$ cat config.mk
export PLATFORM = sky130hd
export DESIGN_NAME = tri_wave_gen
export DESIGN_NICKNAME = d
export VERILOG_FILES = /design/src/rtl/twg_pkg.sv /design/src/rtl/twg_tick.sv /design/src/rtl/twg_updown.sv /design/src/rtl/twg_dirfsm.sv /design/src/rtl/tri_wave_gen.sv
export SDC_FILE = /design/constraint.sdc
export NUM_CORES = 1
export LEC_CHECK = 0
export BUFFER_PORTS_ARGS = -buffer_cell sky130_fd_sc_hd__buf_2
export CORE_ASPECT_RATIO = 0.9
export CORE_UTILIZATION = 45
export DETAILED_ROUTE_END_ITERATION = 10
export PLACE_DENSITY = 0.73
export SLEW_MARGIN = 10
export SYNTH_ARGS = -nofsm -noshare
export SYNTH_HDL_FRONTEND = slang
export SYNTH_SLANG_ARGS = --single-unit
export TNS_END_PERCENT = 30
$ cat constraint.sdc
create_clock -name clk_i -period 4.6 [get_ports clk_i]
set_clock_uncertainty 0.15 [all_clocks]
set_input_delay 1.15 -clock clk_i [delete_from_list [all_inputs] [get_ports clk_i]]
set_output_delay 1.15 -clock clk_i [all_outputs]
set_load 0.05 [all_outputs]
$ cat src/rtl/twg_pkg.sv
package twg_pkg;

   typedef enum logic {
      DIR_UP   = 1'b0,
      DIR_DOWN = 1'b1
   } dir_e;

endpackage

$ cat src/rtl/twg_tick.sv
module twg_tick #(
   parameter int unsigned CYCLE = 50_000_000
) (
   input  logic clk_i,
   input  logic rst_ni,
   output logic tick_o
);

   localparam int unsigned CW = (CYCLE > 1) ? $clog2(CYCLE) : 1;
   localparam logic [CW-1:0] LAST = CW'(CYCLE - 1);

   logic [CW-1:0] cnt_q;
   logic          wrap;

   assign wrap = (cnt_q == LAST);

   always_ff @(posedge clk_i or negedge rst_ni) begin
      if (!rst_ni) begin
         cnt_q  <= '0;
         tick_o <= 1'b0;
      end else begin
         cnt_q  <= wrap ? '0 : cnt_q + 1'b1;
         tick_o <= wrap;
      end
   end

endmodule

$ cat src/rtl/twg_updown.sv
module twg_updown
   import twg_pkg::*;
#(
   parameter int unsigned WIDTH = 4
) (
   input  logic             clk_i,
   input  logic             rst_ni,
   input  logic             en_i,
   input  dir_e             dir_i,
   output logic [WIDTH-1:0] value_o
);

   logic [WIDTH-1:0] value_d;

   always_comb begin
      value_d = value_o;
      if (en_i) begin
         if (dir_i == DIR_DOWN) value_d = value_o - 1'b1;
         else                   value_d = value_o + 1'b1;
      end
   end

   always_ff @(posedge clk_i or negedge rst_ni) begin
      if (!rst_ni) value_o <= '0;
      else         value_o <= value_d;
   end

endmodule

$ cat src/rtl/twg_dirfsm.sv
module twg_dirfsm
   import twg_pkg::*;
#(
   parameter int unsigned WIDTH = 4
) (
   input  logic             clk_i,
   input  logic             rst_ni,
   input  logic [WIDTH-1:0] value_i,
   input  logic [WIDTH-1:0] lo_i,
   input  logic [WIDTH-1:0] hi_i,
   output dir_e             dir_o,
   output logic             park_o
);

   dir_e state_q;
   dir_e state_d;

   always_comb begin
      state_d = state_q;
      if (value_i >= hi_i)      state_d = DIR_DOWN;
      else if (value_i <= lo_i) state_d = DIR_UP;
   end

   always_ff @(posedge clk_i or negedge rst_ni) begin
      if (!rst_ni) state_q <= DIR_UP;
      else         state_q <= state_d;
   end

   assign dir_o  = state_q;
   assign park_o = (value_i == lo_i) && (value_i == hi_i);

endmodule

$ cat src/rtl/tri_wave_gen.sv
module tri_wave_gen
   import twg_pkg::*;
#(
   parameter int unsigned WIDTH = 4,
   parameter int unsigned CYCLE = 50_000_000
) (
   input  logic             clk_i,
   input  logic             rst_ni,
   input  logic [WIDTH-1:0] lim_lo_i,
   input  logic [WIDTH-1:0] lim_hi_i,
   output logic [WIDTH-1:0] value_o,
   output logic             dir_o
);

   if (WIDTH < 1) begin : g_bad_width
      $error("tri_wave_gen: WIDTH must be at least 1");
   end
   if (CYCLE < 2) begin : g_bad_cycle
      $error("tri_wave_gen: CYCLE must be at least 2 for a one-clock tick");
   end

   logic tick;
   logic park;
   logic cnt_en;
   dir_e dir;

   twg_tick #(.CYCLE(CYCLE)) i_tick (
      .clk_i  (clk_i),
      .rst_ni (rst_ni),
      .tick_o (tick)
   );

   assign cnt_en = tick & ~park;

   twg_updown #(.WIDTH(WIDTH)) i_cnt (
      .clk_i   (clk_i),
      .rst_ni  (rst_ni),
      .en_i    (cnt_en),
      .dir_i   (dir),
      .value_o (value_o)
   );

   twg_dirfsm #(.WIDTH(WIDTH)) i_dir (
      .clk_i   (clk_i),
      .rst_ni  (rst_ni),
      .value_i (value_o),
      .lo_i    (lim_lo_i),
      .hi_i    (lim_hi_i),
      .dir_o   (dir),
      .park_o  (park)
   );

   assign dir_o = dir;

endmodule

==> report_table.html <==
<table>
<tr><th>Metric</th><th>Value</th></tr>
<tr><th colspan="2">STA</th></tr>
<tr><td>Rel. slew slack</td><td>24.0%</td></tr>
<tr><td>Minimum clock period after layout</td><td>~2.4 ns</td></tr>
<tr><td>Crit share post-route</td><td>51.4%</td></tr>
<tr><td>Transition time at the pin with the least slew margin</td><td>roughly 1.1 ns</td></tr>
<tr><td>RSZ-0062 raised after global routing</td><td>no</td></tr>
<tr><td>Number of max-slew violations in the final report</td><td>0</td></tr>
<tr><td>Final setup vio count</td><td>0</td></tr>
<tr><td>Number of hold violations in the final report</td><td>0</td></tr>
<tr><td>Max Clock Freq</td><td>423 MHz</td></tr>
<tr><td>Final total negative setup slack</td><td>0 ns</td></tr>
<tr><th colspan="2">Global route</th></tr>
<tr><td>Maximum number of pins on one net before global-route repair</td><td>33</td></tr>
<tr><td>Number of antenna violations at the first check in global routing</td><td>0</td></tr>
<tr><td>Total overflow reported by the global router</td><td>0</td></tr>
<tr><td>Wire length of the first global-routing pass</td><td>5240 um</td></tr>
<tr><td>Total global-route track usage</td><td>between 15 and 20%</td></tr>
<tr><td>Via count of the first global-routing pass</td><td>1176</td></tr>
<tr><th colspan="2">Place</th></tr>
<tr><td># port buffers</td><td>14</td></tr>
<tr><td>Detailed Place HPWL</td><td>2120 um</td></tr>
<tr><td>DP Area</td><td>roughly 1900 sq um</td></tr>
<tr><td>Inst Count DP</td><td>between 200 and 250</td></tr>
<tr><td>Placer's final routability congestion estimate</td><td>0.795</td></tr>
<tr><th colspan="2">Setup path</th></tr>
<tr><td>Max Fanout on Critical Path</td><td>18</td></tr>
<tr><td>R2R cell count</td><td>4</td></tr>
<tr><td>RR Startpoint</td><td>i_tick.cnt_q[16]</td></tr>
<tr><td>End of the worst register-to-register path</td><td>i_tick.cnt_q[19]</td></tr>
<tr><td>Longest individual stage delay on the worst path</td><td>around 0.95 ns</td></tr>
<tr><td>End of the critical path</td><td>i_tick.cnt_q[19]</td></tr>
<tr><td>Start-to-end type of the worst setup path</td><td>reg -&gt; reg</td></tr>
<tr><td>Register-to-register path setup slack</td><td>2.23 ns</td></tr>
<tr><td>Critical path, cell by cell</td><td>nor4bb_1 &gt; nand4_1 &gt; nor3_2 &gt; nor2_1</td></tr>
<tr><td>CP startpoint kind</td><td>register</td></tr>
<tr><td>Critical path endpoint category</td><td>register</td></tr>
<tr><td>CP Launch Point</td><td>i_tick.cnt_q[16]</td></tr>
<tr><td>Required time worst endpoint</td><td>4.58 ns</td></tr>
<tr><td>Critical Path AT</td><td>2.35 ns</td></tr>
<tr><td>Slowest library cell on the worst path</td><td>sky130_fd_sc_hd__nor3_2</td></tr>
<tr><th colspan="2">Route</th></tr>
<tr><td>Avg WL per Cell</td><td>13.0 um</td></tr>
<tr><td>WL met1</td><td>1530 um</td></tr>
<tr><td>Post-DR vias/cell</td><td>5.31</td></tr>
<tr><td>Count of routing violations after the opening detailed-route iteration</td><td>57</td></tr>
<tr><td>Final wirelength</td><td>3040 um</td></tr>
<tr><td>Highest metal used</td><td>met4</td></tr>
<tr><td>Via count</td><td>1243</td></tr>
<tr><td>First-pass DRT Iterations</td><td>4</td></tr>
<tr><td>DRC viols</td><td>0</td></tr>
<tr><td>Met3 routed wirelength</td><td>~110 um</td></tr>
<tr><td>Number of antenna-violating nets in the routed design</td><td>0</td></tr>
<tr><td>Met2 Routed Length</td><td>1310 um</td></tr>
<tr><th colspan="2">Clock tree</th></tr>
<tr><td>Number of setup buffers added after CTS</td><td>0</td></tr>
<tr><td>TritonCTS clock tree</td><td>yes</td></tr>
<tr><td>Max Buffers Root-to-Sink</td><td>2</td></tr>
<tr><td>Clock buffers created by TritonCTS</td><td>5</td></tr>
<tr><td>Clock root buffer</td><td>sky130_fd_sc_hd__clkbuf_8</td></tr>
<tr><td>Number of buffers inserted for hold repair after clock tree synthesis</td><td>0</td></tr>
<tr><td>Post-CTS sizing</td><td>0</td></tr>
<tr><td>Source-to-sink clock delay at the later pin of the worst-skew pair</td><td>0.29 ns</td></tr>
<tr><td>Number of H-tree levels</td><td>2</td></tr>
<tr><td>Clock-pin slew reported for the worst setup and hold paths after clock tree synthesis</td><td>0.07 ns</td></tr>
<tr><td>Clock tree sinks</td><td>32</td></tr>
<tr><th colspan="2">Floorplanning</th></tr>
<tr><td>Die Span X</td><td>slightly below 70 um</td></tr>
<tr><td>Initial core utilization</td><td>a little under half</td></tr>
<tr><td>Core Area</td><td>3730 sq um</td></tr>
<tr><td>Floorplan die height</td><td>61.2 um</td></tr>
<tr><td>Top Ports</td><td>15</td></tr>
<tr><td>Die Area</td><td>4140 sq um</td></tr>
<tr><td>Placement Rows</td><td>21</td></tr>
<tr><th colspan="2">Synthesis</th></tr>
<tr><td>Number of enable-type register cells in the synthesized netlist</td><td>0</td></tr>
<tr><td>Proportion of netlist area held by the largest area contributor</td><td>45.7%</td></tr>
<tr><td>Share of async-settable or async-resettable flops after synthesis</td><td>100%</td></tr>
<tr><td>Combinational family with the most area after synthesis</td><td>simple AND/OR/NAND/NOR gates</td></tr>
<tr><td>Leading register cell type out of synthesis</td><td>sky130_fd_sc_hd__dfrtp_1</td></tr>
<tr><td>Compound-gate portion of the synthesized area</td><td>4.15%</td></tr>
<tr><td>Post-Synth Simple-Gate Area</td><td>23.4%</td></tr>
<tr><td>Number of standard cells after synthesis</td><td>170</td></tr>
<tr><td>Number of nets produced by synthesis</td><td>193</td></tr>
<tr><td>Yosys top cell by area</td><td>sky130_fd_sc_hd__dfrtp_1</td></tr>
<tr><td>Mux share of post-synthesis cell area</td><td>0%</td></tr>
<tr><td>Most numerous cell types in the synthesized netlist</td><td>32 x sky130_fd_sc_hd__dfrtp_1, 19 x sky130_fd_sc_hd__nor2_1, 18 x sky130_fd_sc_hd__xor2_1</td></tr>
<tr><td>Synth area leaders</td><td>sky130_fd_sc_hd__dfrtp_1 46%, sky130_fd_sc_hd__xor2_1 9.0%, sky130_fd_sc_hd__ha_1 8.6%</td></tr>
<tr><td>Parity-gate share of the synthesized area counting xor and xnor cells</td><td>13.5%</td></tr>
<tr><td>Warning count from the yosys run</td><td>0</td></tr>
<tr><td>Summed instance area of the synthesized netlist</td><td>~1800 sq um</td></tr>
<tr><td>Post-Synthesis Mean Instance Area</td><td>between 10 and 15 sq um</td></tr>
<tr><td>Adder-cell share of the synthesized area</td><td>9.72%</td></tr>
<tr><td>Distinct cell type count after synthesis</td><td>30</td></tr>
<tr><td>Most frequent cell after synthesis</td><td>sky130_fd_sc_hd__dfrtp_1</td></tr>
<tr><td>Flop and latch count out of synthesis</td><td>32</td></tr>
<tr><td>Sequential element share of the synthesized area</td><td>45.7%</td></tr>
<tr><th colspan="2">Layout</th></tr>
<tr><td>Final std cells w/o fill</td><td>between 200 and 250</td></tr>
<tr><td>Area of the multi-input gates</td><td>approximately 900 sq um</td></tr>
<tr><td>Number of nets at the end of the flow</td><td>210</td></tr>
<tr><td>Area growth, synth to finish</td><td>11.9%</td></tr>
<tr><td>Number of fill cells</td><td>346</td></tr>
<tr><td>Diode insertion count for antenna repair</td><td>0</td></tr>
<tr><td>Fraction of layout cells with a size suffix above 1</td><td>14.9%</td></tr>
<tr><td>Sequential cell area in the final layout</td><td>801 sq um</td></tr>
<tr><td>Fin area</td><td>1960 sq um</td></tr>
<tr><th colspan="2">Power and ir drop</th></tr>
<tr><td>Power Dens Cells</td><td>291 nW/um^2</td></tr>
<tr><td>Leak pwr</td><td>0.000982 uW</td></tr>
<tr><td>Peak supply drop</td><td>0.115 mV</td></tr>
<tr><th colspan="2">Flow run</th></tr>
<tr><td>Max Cap Viol</td><td>0</td></tr>
<tr><th colspan="2">Run status</th></tr>
<tr><td>Result of the run</td><td>finished clean</td></tr>
<tr><th colspan="2">Worst hold path</th></tr>
<tr><td>Classification of the worst-slack hold path</td><td>reg -&gt; reg</td></tr>
</table>
==> worst min-delay path by stage <==
stage,from,endpoint,slack (ns),depth (start not counted)
after CTS,i_tick.cnt_q[24],i_tick.cnt_q[24],0.36,1
final,i_tick.cnt_q[24],i_tick.cnt_q[24],0.35,1
after global placement,i_tick.cnt_q[24],i_tick.cnt_q[24],0.33,1
after global routing,i_tick.cnt_q[24],i_tick.cnt_q[24],0.36,1
after floorplan,i_tick.cnt_q[24],i_tick.cnt_q[24],0.31,1
after detailed placement,i_tick.cnt_q[24],i_tick.cnt_q[24],0.34,1
==> cells by family (layout without fill, tap and decap cells) <==
group                    count (synthesis)  count (layout)
AND/OR/NAND/NOR                         72              72
adder cells (fa/ha/maj)                 13              13
buffers and inverters                   13              31
flip-flops                              32              32
AO/OA/AOI/OAI                           13              13
XOR/XNOR                                27              27
==> cells in the final DEF, fill, tap and decap left out, types with 2 or more instances in the layout <==
cell | synthesis | layout
sky130_fd_sc_hd__a21o_1 | 3 | 3
sky130_fd_sc_hd__a21oi_1 | 4 | 4
sky130_fd_sc_hd__and3_1 | 6 | 6
sky130_fd_sc_hd__and3_2 | 4 | 4
sky130_fd_sc_hd__and4_1 | 4 | 4
sky130_fd_sc_hd__buf_2 | 1 | 14
sky130_fd_sc_hd__clkbuf_8 | 0 | 5
sky130_fd_sc_hd__dfrtp_1 | 32 | 32
sky130_fd_sc_hd__ha_1 | 12 | 12
sky130_fd_sc_hd__inv_1 | 9 | 9
sky130_fd_sc_hd__nand2_1 | 7 | 7
sky130_fd_sc_hd__nand2b_1 | 2 | 2
sky130_fd_sc_hd__nand3_1 | 11 | 11
sky130_fd_sc_hd__nand4_1 | 10 | 10
sky130_fd_sc_hd__nor2_1 | 19 | 19
sky130_fd_sc_hd__nor2b_1 | 2 | 2
sky130_fd_sc_hd__o21ai_0 | 5 | 5
sky130_fd_sc_hd__xnor2_1 | 9 | 9
sky130_fd_sc_hd__xor2_1 | 18 | 18
==> power breakdown <==
| part | internal [uW] | leakage [uW] | switching, uW | total, uW |
|---|---|---|---|---|
| Combinational | 7.24 | 0.000494 | 11.9 | 19.2 |
| Clock | 161 | 0.0000552 | 108 | 268 |
| Sequential | 282 | 0.000432 | 0.600 | 282 |
| Total | 450 | 0.000982 | 120 | 570 |
==> worst max-delay path, delay by kind of cell, from the launching register on <==
kind             cells  cell delay (ns)
flip-flops           1             0.43
AND/OR/NAND/NOR      4             1.62
==> metal layers <==
layer  up-vias  GRT usage (%)
met5         -              0
met3        10           5.00
li1        617              -
met1       597           23.1
met2        19           26.6
met4         0           12.5
==> per-stage QoR <==
| step | setup slack (ns) | total power (uW) | hold slack [ns] | utilization, % |
|---|---|---|---|---|
| 4_1_cts | 2.23 | 577 | 0.357 | 52.5 |
| 5_1_grt | 2.04 | 592 | 0.364 | 52.5 |
| 6_report | 2.23 | 570 | 0.349 | 52.5 |
| 3_3_place_gp | 2.08 | 307 | 0.335 | 49.6 |
| 2_1_floorplan | 2.21 | 296 | 0.313 | - |
| 3_5_place_dp | 2.01 | 308 | 0.344 | 49.6 |
==> area by class of cell <==
cell class | count | area share (%)
multi-input combinational | 125 | 45.4
sequential | 32 | 40.9
clock buffer | 6 | 3.71
timing repair buffer | 14 | 3.58
tap | 46 | 2.94
clock inverter | 2 | 1.79
inverter | 9 | 1.73
==> registers in the layout, indices dropped and copies added, names as in the netlist <==
signal         count
i_tick.cnt_q      26
i_tick.tick_o      1
i_dir.dir_o        1
i_cnt.value_o      4
No activity file was read; power rests on OpenSTA's default activity.
